--- config.mk ---
export PLATFORM = sky130hd
export DESIGN_NAME = gpio_port_irq
export DESIGN_NICKNAME = d
export VERILOG_FILES = /design/src/rtl/gpio_irq_pkg.sv /design/src/rtl/gpio_irq_cfg.sv /design/src/rtl/gpio_irq_detect.sv /design/src/rtl/gpio_irq_status.sv /design/src/rtl/gpio_port_irq.sv
export SDC_FILE = /design/constraint.sdc
export NUM_CORES = 1
export LEC_CHECK = 0
export ABC_AREA = 0
export BUFFER_PORTS_ARGS = -buffer_cell sky130_fd_sc_hd__buf_2
export CAP_MARGIN = 10
export CORE_UTILIZATION = 48
export DETAILED_ROUTE_END_ITERATION = 16
export GPL_ROUTABILITY_DRIVEN = 0
export GPL_TIMING_DRIVEN = 0
export PLACE_DENSITY_LB_ADDON = 0.08
export SYNTH_ARGS = -nofsm -noshare
export SYNTH_HDL_FRONTEND = slang
export SYNTH_SLANG_ARGS = --single-unit
--- constraint.sdc ---
create_clock -name clk_i -period 1.7 [get_ports clk_i]
set_input_delay 0.425 -clock clk_i [delete_from_list [all_inputs] [get_ports clk_i]]
set_output_delay 0.425 -clock clk_i [all_outputs]
set_load 0.02 [all_outputs]
--- src/rtl/gpio_irq_pkg.sv ---
package gpio_irq_pkg;
  localparam int unsigned REG_ADDR_W = 3;

  localparam logic [REG_ADDR_W-1:0] A_STATUS   = 3'd0;
  localparam logic [REG_ADDR_W-1:0] A_EN       = 3'd1;
  localparam logic [REG_ADDR_W-1:0] A_TRIG     = 3'd2;
  localparam logic [REG_ADDR_W-1:0] A_CLEAR    = 3'd3;
  localparam logic [REG_ADDR_W-1:0] A_EN_MSK   = 3'd4;
  localparam logic [REG_ADDR_W-1:0] A_TRIG_MSK = 3'd5;

  typedef struct packed {
    logic both;
    logic edge_mode;
    logic pol;
  } pin_mode_t;
endpackage

--- src/rtl/gpio_irq_cfg.sv ---
module gpio_irq_cfg
  import gpio_irq_pkg::*;
#(
  parameter int unsigned NUM_PINS = 8,
  parameter int unsigned DATA_W   = 32
) (
  input  logic                    clk_i,
  input  logic                    rst_ni,
  input  logic                    wr_en_i,
  input  logic [REG_ADDR_W-1:0]   addr_i,
  input  logic [DATA_W-1:0]       wdata_i,
  output logic [NUM_PINS-1:0]     en_o,
  output logic [3*NUM_PINS-1:0]   trig_o
);
  localparam int unsigned TW = 3 * NUM_PINS;

  logic [NUM_PINS-1:0] en_q;
  logic [TW-1:0]       trig_q;
  logic [NUM_PINS-1:0] en_mask, trig_pin_mask;
  logic [TW-1:0]       trig_mask;

  assign en_mask       = wdata_i[2*NUM_PINS-1:NUM_PINS];
  assign trig_pin_mask = wdata_i[4*NUM_PINS-1:3*NUM_PINS];
  assign trig_mask     = {3{trig_pin_mask}};

  always_ff @(posedge clk_i or negedge rst_ni) begin
    if (!rst_ni) begin
      en_q   <= '0;
      trig_q <= '0;
    end else if (wr_en_i) begin
      unique case (addr_i)
        A_EN:       en_q   <= wdata_i[NUM_PINS-1:0];
        A_EN_MSK:   en_q   <= (en_q & ~en_mask) | (wdata_i[NUM_PINS-1:0] & en_mask);
        A_TRIG:     trig_q <= wdata_i[TW-1:0];
        A_TRIG_MSK: trig_q <= (trig_q & ~trig_mask) | (wdata_i[TW-1:0] & trig_mask);
        default: ;
      endcase
    end
  end

  assign en_o   = en_q;
  assign trig_o = trig_q;
endmodule

--- src/rtl/gpio_irq_detect.sv ---
module gpio_irq_detect
  import gpio_irq_pkg::*;
#(
  parameter int unsigned NUM_PINS = 8
) (
  input  logic                    clk_i,
  input  logic                    rst_ni,
  input  logic [NUM_PINS-1:0]     pins_i,
  input  logic [3*NUM_PINS-1:0]   trig_i,
  output logic [NUM_PINS-1:0]     hit_o
);
  logic [NUM_PINS-1:0] prev_q;

  always_ff @(posedge clk_i or negedge rst_ni) begin
    if (!rst_ni) prev_q <= '0;
    else         prev_q <= pins_i;
  end

  for (genvar n = 0; n < NUM_PINS; n++) begin : g_pin
    pin_mode_t mode;
    logic rise, fall, edge_hit, lvl_hit;

    assign mode.pol       = trig_i[n];
    assign mode.edge_mode = trig_i[NUM_PINS + n];
    assign mode.both      = trig_i[2*NUM_PINS + n];

    assign rise     = pins_i[n] & ~prev_q[n];
    assign fall     = ~pins_i[n] & prev_q[n];
    assign edge_hit = mode.both ? (rise | fall) : (mode.pol ? rise : fall);
    assign lvl_hit  = (pins_i[n] == mode.pol);
    assign hit_o[n] = mode.edge_mode ? edge_hit : lvl_hit;
  end
endmodule

--- src/rtl/gpio_irq_status.sv ---
module gpio_irq_status #(
  parameter int unsigned NUM_PINS = 8
) (
  input  logic                clk_i,
  input  logic                rst_ni,
  input  logic [NUM_PINS-1:0] hit_i,
  input  logic [NUM_PINS-1:0] clr_i,
  output logic [NUM_PINS-1:0] status_o
);
  logic [NUM_PINS-1:0] status_q;

  // set dominates clear so no edge is dropped
  always_ff @(posedge clk_i or negedge rst_ni) begin
    if (!rst_ni) status_q <= '0;
    else         status_q <= (status_q & ~clr_i) | hit_i;
  end

  assign status_o = status_q;
endmodule

--- src/rtl/gpio_port_irq.sv ---
module gpio_port_irq
  import gpio_irq_pkg::*;
#(
  parameter int unsigned NUM_PINS = 8,
  parameter int unsigned DATA_W   = 32
) (
  input  logic                  clk_i,
  input  logic                  rst_ni,
  input  logic [NUM_PINS-1:0]   pins_i,
  input  logic                  wr_en_i,
  input  logic [REG_ADDR_W-1:0] addr_i,
  input  logic [DATA_W-1:0]     wdata_i,
  output logic [DATA_W-1:0]     rdata_o,
  output logic                  irq_o
);
  localparam int unsigned TW = 3 * NUM_PINS;

  logic [NUM_PINS-1:0] en_q, status_q, hit, clr;
  logic [TW-1:0]       trig_q;

  assign clr = (wr_en_i && addr_i == A_CLEAR) ? wdata_i[NUM_PINS-1:0] : '0;

  gpio_irq_cfg #(.NUM_PINS(NUM_PINS), .DATA_W(DATA_W)) u_cfg (
    .clk_i, .rst_ni, .wr_en_i, .addr_i, .wdata_i,
    .en_o(en_q), .trig_o(trig_q)
  );

  gpio_irq_detect #(.NUM_PINS(NUM_PINS)) u_det (
    .clk_i, .rst_ni, .pins_i, .trig_i(trig_q), .hit_o(hit)
  );

  gpio_irq_status #(.NUM_PINS(NUM_PINS)) u_sts (
    .clk_i, .rst_ni, .hit_i(hit), .clr_i(clr), .status_o(status_q)
  );

  always_comb begin
    rdata_o = '0;
    unique case (addr_i)
      A_STATUS: rdata_o[NUM_PINS-1:0] = status_q;
      A_EN:     rdata_o[NUM_PINS-1:0] = en_q;
      A_TRIG:   rdata_o[TW-1:0]       = trig_q;
      default: ;
    endcase
  end

  assign irq_o = |(status_q & en_q);
endmodule

* Yosys cells after proc, flatten, opt, wreduce, memory -nomap -nowiden *
Index checks and enable logic that the tools add are counted.

storage, ports and cells
  bits in registers = 48
  logic and storage cells = 105

operators by class
  equal/unequal tests = 13
  mux-type cells = 29
  bitwise gates (word level) = 52
  reduce and logical (&&, ||, !) cells = 7

operators by type and width
  cell                                                              number
  24-bit AND                                                        2
  24-bit one-hot mux with 2 select lines                            1
  8-bit AND                                                         4
  1-bit 2-to-1 mux                                                  24
  24-bit inverter                                                   1
  24-bit OR                                                         1
  8-bit one-hot mux with 3 select lines                             1
  1-bit AND                                                         16
  16-bit 2-to-1 mux                                                 1
  1-bit inverter                                                    16
  8-bit inverter                                                    2
  8-bit OR                                                          2
  8-bit one-hot mux with 2 select lines                             1
  1-bit == test                                                     8
  8-bit 2-to-1 mux                                                  1
  1-bit OR                                                          8
  8-bit OR reduction                                                1
  3-bit by 2-bit == test with 1-bit output (second input constant)  2
  3-bit == test (second input constant)                             2
  2-bit AND reduction                                               2
  2-bit nonzero test                                                2
  3-bit by 1-bit == test with 1-bit output (second input constant)  1
  3-bit logical NOT                                                 1
  1-bit logical AND                                                 1

* Logic depth before layout (Yosys ltp) *
Gate-level depths: netlist of the first run.

  depth in word-level cells = 6
  gate-level depth with buffers = 6
  gate-level depth less buffers = 5

* Hierarchy *
From an unflattened synthesis of the first run, not the netlist that was laid out.

second synthesis, totals
  cells, all modules = 292
  area total of the unflattened synthesis = 3158.0 um2

modules (own cells, without submodules)
  module           instances  cells each  area each (um2)  seq. area each (um2)
  gpio_irq_cfg     1          110         1507.7           800.8
  gpio_irq_detect  1          80          820.8            200.2
  gpio_port_irq    1          78          539.3            0.0
  gpio_irq_status  1          24          290.3            200.2

* Least setup slack after synthesis of the first run *
OpenSTA, ideal clock, no wires.

  path type = in2out
  from = input addr_i[1]
  to = output rdata_o[7]
  arrival time = 1.484 ns
  setup slack = -0.209 ns
  stages on the path = 5
  path buffers = 2
  cells stage by stage = buf_2 -> buf_4 -> mux2i_1 -> or2_2 -> a21oi_1

on the way
  word-level cells in the longest chain between the ends = 2
  elaborated cells on any way between the ends = 4

RTL lines
  element                                                           line                 source
  from (decl)                                                       gpio_port_irq.sv:11  input logic [REG_ADDR_W-1:0] addr_i,
  3-bit by 2-bit == test with 1-bit output (tied with other cells)  gpio_port_irq.sv:38  unique case (addr_i)
  8-bit one-hot mux with 3 select lines *                           gpio_port_irq.sv:38
  to (decl)                                                         gpio_port_irq.sv:13  output logic [DATA_W-1:0] rdata_o,

Mark *: on every way between the ends. The rest lies on a longest branch, timed or not.

* Final worst setup path of the first run *
Ends and elaborated chain as after synthesis.

==> results.sh, run 1 <==
export IMPL_status="finished with violations"
export IMPL_hold_viol=0
export IMPL_max_freq_ghz=0.540
export IMPL_layout_setup_ws_ns=-0.151
export IMPL_ys_ff_latch=48
export IMPL_std_cell_rows=28
export IMPL_drv_cap=0
export IMPL_whs_ns=0.0221
export IMPL_die_y_um=80.1
export IMPL_end_kind="output port"
export IMPL_vdd_ir_drop_max_mv=0.408
export IMPL_violations="negative setup slack"
export IMPL_crit_required_ns=1.27
export IMPL_n_fill_cell=459
export IMPL_nets=430
export IMPL_multiInputGateArea_um2=1670
export IMPL_hold_path_class="input pin to async pin"
export IMPL_dieArea_um2=6410
export IMPL_initial_core_util_pct=49.7
export IMPL_n_antenna_cell=0
export IMPL_finClkSkew_ns=0.00478
export IMPL_seq_area_frac_synth_pct=41.1
export IMPL_avgSynthCellArea_um2=10.8
export IMPL_vias_per_cell=5.32
export IMPL_grt_pass1_wl_mm=11.5
export IMPL_setup_viol=24
export IMPL_period_share_pct=109
export IMPL_antenna_found_initial=0
export IMPL_core_area_um2=5890
export IMPL_firstDrtPassIters=4
export IMPL_slew_violations=0
export IMPL_clk_latency_ns=0.30
export IMPL_overflow=0
export IMPL_synth_area_top_cells="dfrtp_1 41%, mux2_2 10%, ha_1 6.8%, mux2_1 5.4%, inv_1 4.1%"
export IMPL_leakage_nw=1.98
export IMPL_area_delta_synth_final_pct=38.4
export IMPL_first_global_vias=2370
export IMPL_worst_pin_slew_ns=0.509
export IMPL_synth_warnings=0
export IMPL_clkSinkCount=48
export IMPL_portBuffers=70
export IMPL_ant_nets=0
export IMPL_syn_area_um2=2920
export IMPL_critPathKind="input pin to output port"
export IMPL_slew_headroom_pct=65.9
export IMPL_final_core_util_pct=68.8
export IMPL_clk_path_buf_depth=2
export IMPL_drc_errors=0
export IMPL_synth_top_area_share_pct=41.1
export IMPL_period_minus_slack_ns=1.85
export IMPL_wirelength_mm=7.06
export IMPL_yosys_area_top_type="dfrtp_1"
export IMPL_wl_per_cell_um=15.9
export IMPL_design_area_um2=4050
export IMPL_start_kind="input pin"
export IMPL_setup_tns_ns=-1.31
export IMPL_pin_count=79
export IMPL_cts_tree="done"
export IMPL_synthCells=271
export IMPL_cts_buffers=5
export IMPL_p_per_area_nw_per_um2=807
export IMPL_grt_max_degree=49
export IMPL_place_area_um2=3450
export IMPL_htree_levels=2
export IMPL_drive_gt1_share_pct=47.6
export IMPL_cts_root_buf="clkbuf_8"
export IMPL_worstPathMaxFanout=5
export IMPL_track_usage_pct=23.8
export IMPL_routed_via_count=2358
export IMPL_clk_pin_slew_ns=0.09
export IMPL_cp_arrival_ns=1.43
export IMPL_ys_types=32
export IMPL_rsz0062_at_grt="yes"
export IMPL_seq_area_um2=1200
export IMPL_drt_iter0_markers=93
export IMPL_fp_dieW_um=80.1
export IMPL_dp_hpwl_mm=4.79
==> per-layer routing <==
layer,GRT usage [%],share of wire [%],up-vias
li1,-,-,1126
met1,31.9,46,1151
met5,0,0,-
met3,3.18,3.9,13
met2,40.4,48,68
met4,6.25,1.8,0
==> kinds of logic after synthesis <==
group | after synthesis | synth area share (%)
DFF | 48 | 41.1
xor gates and xnor gates | 9 | 2.95
buffers and inverters | 50 | 8.09
muxes | 48 | 18.1
other | 1 | 0.128
AOI/OAI and AO/OA | 52 | 12.3
adders and majority gates | 16 | 6.85
and+or+nand+nor | 47 | 10.4
==> cells in the final DEF, fill, tap and decap left out, types with 2 or more instances in the layout <==
cell type,n
xor2_1,8
buf_2,43
mux2i_2,2
conb_1,8
buf_6,26
o21ai_0,8
dfrtp_1,48
clkbuf_8,7
mux2_2,26
o21ai_1,7
buf_12,2
inv_1,32
a22oi_2,2
a2bb2oi_2,7
buf_8,6
clkbuf_16,2
and2_4,16
a211oi_1,8
mux2i_1,6
o211ai_1,16
mux2_1,14
ha_1,16
and4b_1,8
nor2_2,7
nand2_1,8
buf_4,20
a22oi_1,2
nor3b_4,2
==> final timing paths <==
| kind | end | depth (start not counted) | slack [ns] | from |
|---|---|---|---|---|
| max | rdata_o[7] | 7 | -0.15 | addr_i[1] |
| min | u_det.prev_q[5]$_DFF_PN0_ | 1 | 0.02 | rst_ni |
| max reg2reg | u_sts.status_o[6]$_DFF_PN0_ | 5 | 0.44 | u_det.prev_q[6]$_DFF_PN0_ |
| min reg2reg | u_sts.status_o[4]$_DFF_PN0_ | 1 | 0.55 | register |
| max in group asynchronous | async pin | 2 | 1.17 | rst_ni |
| min in group clk_i | u_det.prev_q[6]$_DFF_PN0_ | 1 | 0.28 | pins_i[6] |
==> through the flow <==
step           power, mW  setup WS [ns]  instances
2_1_floorplan       2.08       -0.00110        278
3_3_place_gp        2.33         -0.509        423
3_5_place_dp        2.36         -0.530        423
4_1_cts             3.25         -0.140        439
5_1_grt             3.44         -0.169        443
6_report            3.27         -0.151        443
==> layout make-up <==
cell class / instances / area share, %
well taps: 75 / 2.32
clock buffers: 7 / 2.38
plain buffers: 18 / 4.82
flip-flops and latches: 48 / 29.7
repair buffers: 83 / 16.7
inverters: 32 / 2.97
multi-input cells: 180 / 41.2
==> synthesized netlist by cell type (all sizes together) <==
| cell type | instances |
|---|---|
| mux2i | 8 |
| nand4b | 1 |
| a21oi | 1 |
| nand2 | 9 |
| inv | 32 |
| buf | 16 |
| o211ai | 16 |
| ha | 16 |
| o21ai | 16 |
| a2bb2oi | 7 |
| clkbuf | 2 |
| nor2b | 1 |
| conb | 1 |
| a22oi | 4 |
| and4b | 8 |
| nand2b | 1 |
| and2 | 16 |
| or2 | 1 |
| nor3b | 2 |
| xnor2 | 1 |
| nor2 | 7 |
| a211oi | 8 |
| xor2 | 8 |
| mux2 | 40 |
| dfrtp | 48 |
| nand4 | 1 |
==> critical path: stages <==
cell     delay (ns)
buf_8          0.10
buf_8          0.13
buf_12         0.14
mux2i_1        0.11
or2_4          0.26
a21oi_4        0.13
buf_6          0.13
==> repair_timing <==
item                                    in CTS  in global routing
hold buffers                                 0                  0
buffers inserted                             7                  3
gates resized for setup                     99                  8
endpoints found under the setup margin      32                 25
pin swaps                                   18                  9
cloned                                       2                  0
==> power breakdown <==
group | internal [mW] | switching, mW
sequential | 1.35 | 0.237
clock | 0.363 | 0.368
combinational | 0.544 | 0.406
total | 2.26 | 1.01
(Power assumes the default switching activity.)
==> run 2: changes to the inputs <==
--- a/config.mk
+++ b/config.mk
@@ -6,13 +6,14 @@
 export NUM_CORES = 1
 export LEC_CHECK = 0
 export ABC_AREA = 0
-export BUFFER_PORTS_ARGS = -buffer_cell sky130_fd_sc_hd__buf_2
 export CAP_MARGIN = 10
-export CORE_UTILIZATION = 48
+export CORE_UTILIZATION = 55
 export DETAILED_ROUTE_END_ITERATION = 16
+export DONT_BUFFER_PORTS = 1
 export GPL_ROUTABILITY_DRIVEN = 0
 export GPL_TIMING_DRIVEN = 0
 export PLACE_DENSITY_LB_ADDON = 0.08
+export SLEW_MARGIN = 0
 export SYNTH_ARGS = -nofsm -noshare
 export SYNTH_HDL_FRONTEND = slang
 export SYNTH_SLANG_ARGS = --single-unit
==> results.sh, run 2 (synthesized netlist as in run 1, its figures left out) <==
export IMPL_crit_start="addr_i[0]"
export IMPL_max_freq_ghz=0.599
export IMPL_first_global_vias=1961
export IMPL_place_area_um2=3090
export IMPL_portBuffers=0
export IMPL_pin_count=79
export IMPL_period_minus_slack_ns=1.67
export IMPL_drt_iter0_markers=85
export IMPL_htree_levels=2
export IMPL_setup_viol=0
export IMPL_die_y_um=74.9
export IMPL_dp_hpwl_mm=4.53
export IMPL_hold_viol=0
export IMPL_worst_pin_slew_ns=0.512
export IMPL_cp_arrival_ns=1.24
export IMPL_vdd_ir_drop_max_mv=0.560
export IMPL_critPathKind="input pin to output port"
export IMPL_reg2reg_to="u_sts.status_o[4]$_DFF_PN0_"
export IMPL_fp_dieW_um=74.9
export IMPL_cts_tree="done"
export IMPL_slew_violations=0
export IMPL_grtUsageMet2_pct=38.3
export IMPL_wirelength_mm=6.35
export IMPL_drive_gt1_share_pct=28.4
export IMPL_ant_nets=0
export IMPL_min_to="u_det.prev_q[3]$_DFF_PN0_"
export IMPL_use_met3_pct=7.10
export IMPL_wl_per_cell_um=17.5
export IMPL_design_area_um2=3350
export IMPL_initial_core_util_pct=57.3
export IMPL_hold_path_class="input pin to register"
export IMPL_antenna_found_initial=1
export IMPL_vias_per_cell=5.62
export IMPL_std_cell_rows=26
export IMPL_grt_busiest_layer="met2"
export IMPL_overflow=0
export IMPL_hold_depth=0
export IMPL_clk_pin_slew_ns=0.09
export IMPL_finClkSkew_ns=0.00742
export IMPL_whs_ns=0.143
export IMPL_status="finished, final reports clean"
export IMPL_crit_required_ns=1.27
export IMPL_core_area_um2=5110
export IMPL_drv_cap=0
export IMPL_clk_path_buf_depth=2
export IMPL_cts_root_buf="clkbuf_8"
export IMPL_final_common_cell="dfrtp_1"
export IMPL_routed_via_count=2041
export IMPL_clk_latency_ns=0.30
export IMPL_slew_headroom_pct=65.7
export IMPL_cts_buffers=5
export IMPL_dieArea_um2=5610
export IMPL_nets=353
export IMPL_grtUsageMet1_pct=32.9
export IMPL_rr_startpoint="u_det.prev_q[4]$_DFF_PN0_"
export IMPL_hold_path_startpoint="pins_i[3]"
export IMPL_firstDrtPassIters=4
export IMPL_area_delta_synth_final_pct=14.4
export IMPL_end_kind="output port"
export IMPL_clkSinkCount=48
export IMPL_period_share_pct=98.1
export IMPL_grt_max_degree=49
export IMPL_track_usage_pct=24.2
export IMPL_reg2reg_depth=5
export IMPL_p_per_area_nw_per_um2=946
export IMPL_start_kind="input pin"
export IMPL_reg2reg_slack_ns=0.45
export IMPL_rsz0062_at_grt="yes"
export IMPL_worstPathMaxFanout=10
export IMPL_layout_common_cells="48 x dfrtp_1, 32 x inv_1, 26 x mux2_2"
export IMPL_drc_errors=0
export IMPL_grt_pass1_wl_mm=9.84
export IMPL_leakage_nw=1.57
==> run 2: cell types whose count changed in the layout (fill, tap and decap cells not counted), sizes merged <==
| cell | before | now |
|---|---|---|
| diode | 0 | 1 |
| buf | 99 | 21 |
| bufinv | 0 | 1 |
| dlygate4sd3 | 0 | 1 |
==> run 2: cell type report <==
| class | instances | area [um^2] |
|---|---|---|
| Inverter | 32 | 120 |
| Antenna cell | 1 | 2.50 |
| Timing Repair Buffer | 7 | 75.1 |
| Multi-Input combinational cell | 180 | 1590 |
| Sequential cell | 48 | 1200 |
| Clock inverter | 1 | 30.0 |
| Tap cell | 70 | 87.6 |
| Buffer | 17 | 145 |
| Clock buffer | 7 | 96.3 |
| Fill cell | 432 | 1760 |
==> run 2: per-stage QoR <==
step	setup slack (ns)	utilization, %	TNS (ns)	total power [mW]	cells
after detailed placement	-0.298	60.6	-6.71	2.23	348
after global placement	-0.291	60.6	-6.48	2.20	348
after floorplan	-0.00110	-	-0.00110	2.08	278
after global routing	-0.0269	65.5	-0.0888	3.34	363
after CTS	0.00420	64.5	0	3.17	359
final	0.0317	65.5	0	3.17	363
==> run 2: repair_timing <==
item | CTS | global route
endpoints found under the hold margin | 48 | 0
pin swaps | 2 | 4
buffers inserted | 2 | 3
setup endpoints to repair | 18 | 16
hold buffers | 2 | 0
resized for setup | 9 | 6
==> run 2: per-layer routing <==
layer  routed length [um]  vias to the layer above  share of wire, %
li1                     -                      975                 -
met1                 2680                      991                42
met2                 3120                       73                49
met3                  514                        2               8.1
met4                   28                        0              0.44
met5                    0                        -                 0
==> run 2: power breakdown <==
group | internal (mW) | switching, mW | total, mW
registers | 1.35 | 0.206 | 1.56
clock network | 0.519 | 0.375 | 0.894
logic | 0.380 | 0.336 | 0.716
total | 2.25 | 0.916 | 3.17
==> run 2: how the worst max path moves through the flow <==
stage	end	cells past startpoint
after global placement	rdata_o[15]	4
after global routing	rdata_o[7]	3
after floorplan	rdata_o[7]	5
after CTS	rdata_o[15]	4
after detailed placement	rdata_o[15]	4
final	rdata_o[6]	5
==> run 2: critical path, stage by stage <==
cell and delay (ns):
clkbuf_8 0.15, nor2b_1 0.13, buf_4 0.19, a2bb2oi_1 0.10, nor2_2 0.25
==> run 3: changes to the inputs <==
--- a/config.mk
+++ b/config.mk
@@ -12,6 +12,7 @@
 export DONT_BUFFER_PORTS = 1
 export GPL_ROUTABILITY_DRIVEN = 0
 export GPL_TIMING_DRIVEN = 0
+export MAX_ROUTING_LAYER = met4
 export PLACE_DENSITY_LB_ADDON = 0.08
 export SLEW_MARGIN = 0
 export SYNTH_ARGS = -nofsm -noshare
==> results.sh, run 3 (synthesized netlist as in run 1, its figures left out) <==
export IMPL_clk_pin_slew_ns=0.09
export IMPL_pin_count=79
export IMPL_p_clk_share_pct=28.3
export IMPL_critical_path_max_stage_delay_ns=0.25
export IMPL_leakage_nw=1.57
export IMPL_crit_required_ns=1.27
export IMPL_area_delta_synth_final_pct=14.3
export IMPL_dp_hpwl_mm=4.53
export IMPL_finalPower_mw=3.17
export IMPL_fp_dieW_um=74.9
export IMPL_cts_buffers=5
export IMPL_reg2reg_depth=5
export IMPL_cts_root_buf="clkbuf_8"
export IMPL_critPathKind="input pin to output port"
export IMPL_wirelength_mm=6.35
export IMPL_slew_violations=0
export IMPL_portBuffers=0
export IMPL_drc_errors=0
export IMPL_worstPathMaxFanout=10
export IMPL_switching_share_pct=29.0
export IMPL_cts_tree="done"
export IMPL_routed_via_count=2038
export IMPL_vias_per_cell=5.61
export IMPL_hold_path_class="input pin to register"
export IMPL_finClkSkew_ns=0.00792
export IMPL_slowest_stage="nor2_2"
export IMPL_rsz0062_at_grt="yes"
export IMPL_initial_core_util_pct=57.3
export IMPL_final_common_cell="dfrtp_1"
export IMPL_antenna_found_initial=1
export IMPL_ant_nets=0
export IMPL_setup_viol=0
export IMPL_period_share_pct=98.2
export IMPL_hold_viol=0
export IMPL_status="finished, final reports clean"
export IMPL_pwr_share_comb_pct=22.6
export IMPL_numPlacedInstances=348
export IMPL_max_freq_ghz=0.599
export IMPL_worst_pin_slew_ns=0.497
export IMPL_drt_iter0_markers=97
export IMPL_worst_setup_path_endpoint="rdata_o[6]"
export IMPL_core_area_um2=5110
export IMPL_reg2reg_slack_ns=0.45
export IMPL_die_y_um=74.9
export IMPL_p_per_area_nw_per_um2=948
export IMPL_htree_levels=2
export IMPL_cp_arrival_ns=1.24
export IMPL_p_switching_mw=0.920
export IMPL_std_cell_rows=26
export IMPL_vdd_ir_drop_max_mv=0.558
export IMPL_clk_latency_ns=0.30
export IMPL_firstDrtPassIters=4
export IMPL_p_int_mw=2.25
export IMPL_slew_headroom_pct=66.7
export IMPL_grt_pass1_wl_mm=9.83
export IMPL_end_kind="output port"
export IMPL_nets=353
export IMPL_drive_gt1_share_pct=28.4
export IMPL_drv_cap=0
export IMPL_whs_ns=0.141
export IMPL_first_global_vias=1963
export IMPL_clk_path_buf_depth=2
export IMPL_clkSinkCount=48
export IMPL_wl_per_cell_um=17.5
export IMPL_path_cells="clkbuf_8 -> nor2b_1 -> buf_4 -> a2bb2oi_1 -> nor2_2"
export IMPL_grt_max_degree=49
export IMPL_rr_startpoint="u_det.prev_q[4]$_DFF_PN0_"
export IMPL_overflow=0
export IMPL_dieArea_um2=5610
export IMPL_start_kind="input pin"
export IMPL_crit_start="addr_i[0]"
export IMPL_period_minus_slack_ns=1.67
export IMPL_reg2reg_to="u_sts.status_o[4]$_DFF_PN0_"
export IMPL_layout_common_cells="48 x dfrtp_1, 32 x inv_1, 26 x mux2_2"
export IMPL_track_usage_pct=24.9
export IMPL_n_fill_cell=434
export IMPL_fin_cells=363
export IMPL_pwr_share_seq_pct=49.1
==> run 3: changes by cell type in the layout (fill, tap and decap cells not counted) <==
cell   change
buf_6      +1
buf_8      -1
==> run 3: power by group through the flow <==
| stage | Sequential [mW] | Clock, mW | Combinational (mW) |
|---|---|---|---|
| after floorplan | 1.51 | 0 | 0.571 |
| after global placement | 1.57 | 0 | 0.629 |
| after detailed placement | 1.58 | 0 | 0.647 |
| after CTS | 1.55 | 0.914 | 0.703 |
| after global routing | 1.59 | 0.959 | 0.788 |
| final | 1.56 | 0.898 | 0.715 |
==> run 3: area by class of cell <==
cell class | instances | area (um^2) | area share [%]
antenna | 1 | 2.50 | 0.0749
buffer | 17 | 141 | 4.23
clock buffer | 7 | 96.3 | 2.88
clock inverter | 1 | 30.0 | 0.899
inverter | 32 | 120 | 3.59
multi-input combinational | 180 | 1590 | 47.5
sequential | 48 | 1200 | 35.9
tap | 70 | 87.6 | 2.62
timing repair buffer | 7 | 75.1 | 2.25
==> run 3: worst min path at each step <==
stage | startpoint | endpoint | slack [ns] | cells after the start
2_1_floorplan | rst_ni | async pin | 0.13 | 0
3_3_place_gp | rst_ni | u_sts.status_o[2]$_DFF_PN0_ | 0.13 | 0
3_5_place_dp | rst_ni | async pin | 0.13 | 0
4_1_cts | pins_i[3] | u_det.prev_q[3]$_DFF_PN0_ | 0.14 | 0
5_1_grt | pins_i[3] | u_det.prev_q[3]$_DFF_PN0_ | 0.12 | 0
6_report | pins_i[3] | u_det.prev_q[3]$_DFF_PN0_ | 0.14 | 0
==> run 3: worst max-delay path: cells and delay by family <==
family                 cells  cell delay, ns
buffers and inverters      2            0.34
AND/OR/NAND/NOR            2            0.38
AO/OA/AOI/OAI              1            0.10
==> run 3: timing repair <==
action / in CTS / in global routing
hold buffers: 2 / 0
gates resized for setup: 9 / 5
setup buffers: 2 / 3
pin swaps: 2 / 4
hold endpoints to repair: 48 / 0
setup endpoints to repair: 18 / 16
==> run 3: per-layer routing <==
metal | track usage (%) | part of all wire [%]
met5 | - | 0
met4 | 5.66 | 0.63
met3 | 6.43 | 6.0
met2 | 38.6 | 48
met1 | 32.9 | 45
==> run 3: stage by stage <==
step / worst slack [ns] / utilization [%] / cell area [um^2] / TNS (ns)
final: 0.0311 / 65.4 / 3340 / 0
after CTS: 0.00420 / 64.5 / 3290 / 0
after global routing: -0.0286 / 65.4 / 3340 / -0.0906
after global placement: -0.291 / 60.6 / 3090 / -6.48
after floorplan: -0.00110 / - / 3010 / -0.00110
after detailed placement: -0.298 / 60.6 / 3090 / -6.71
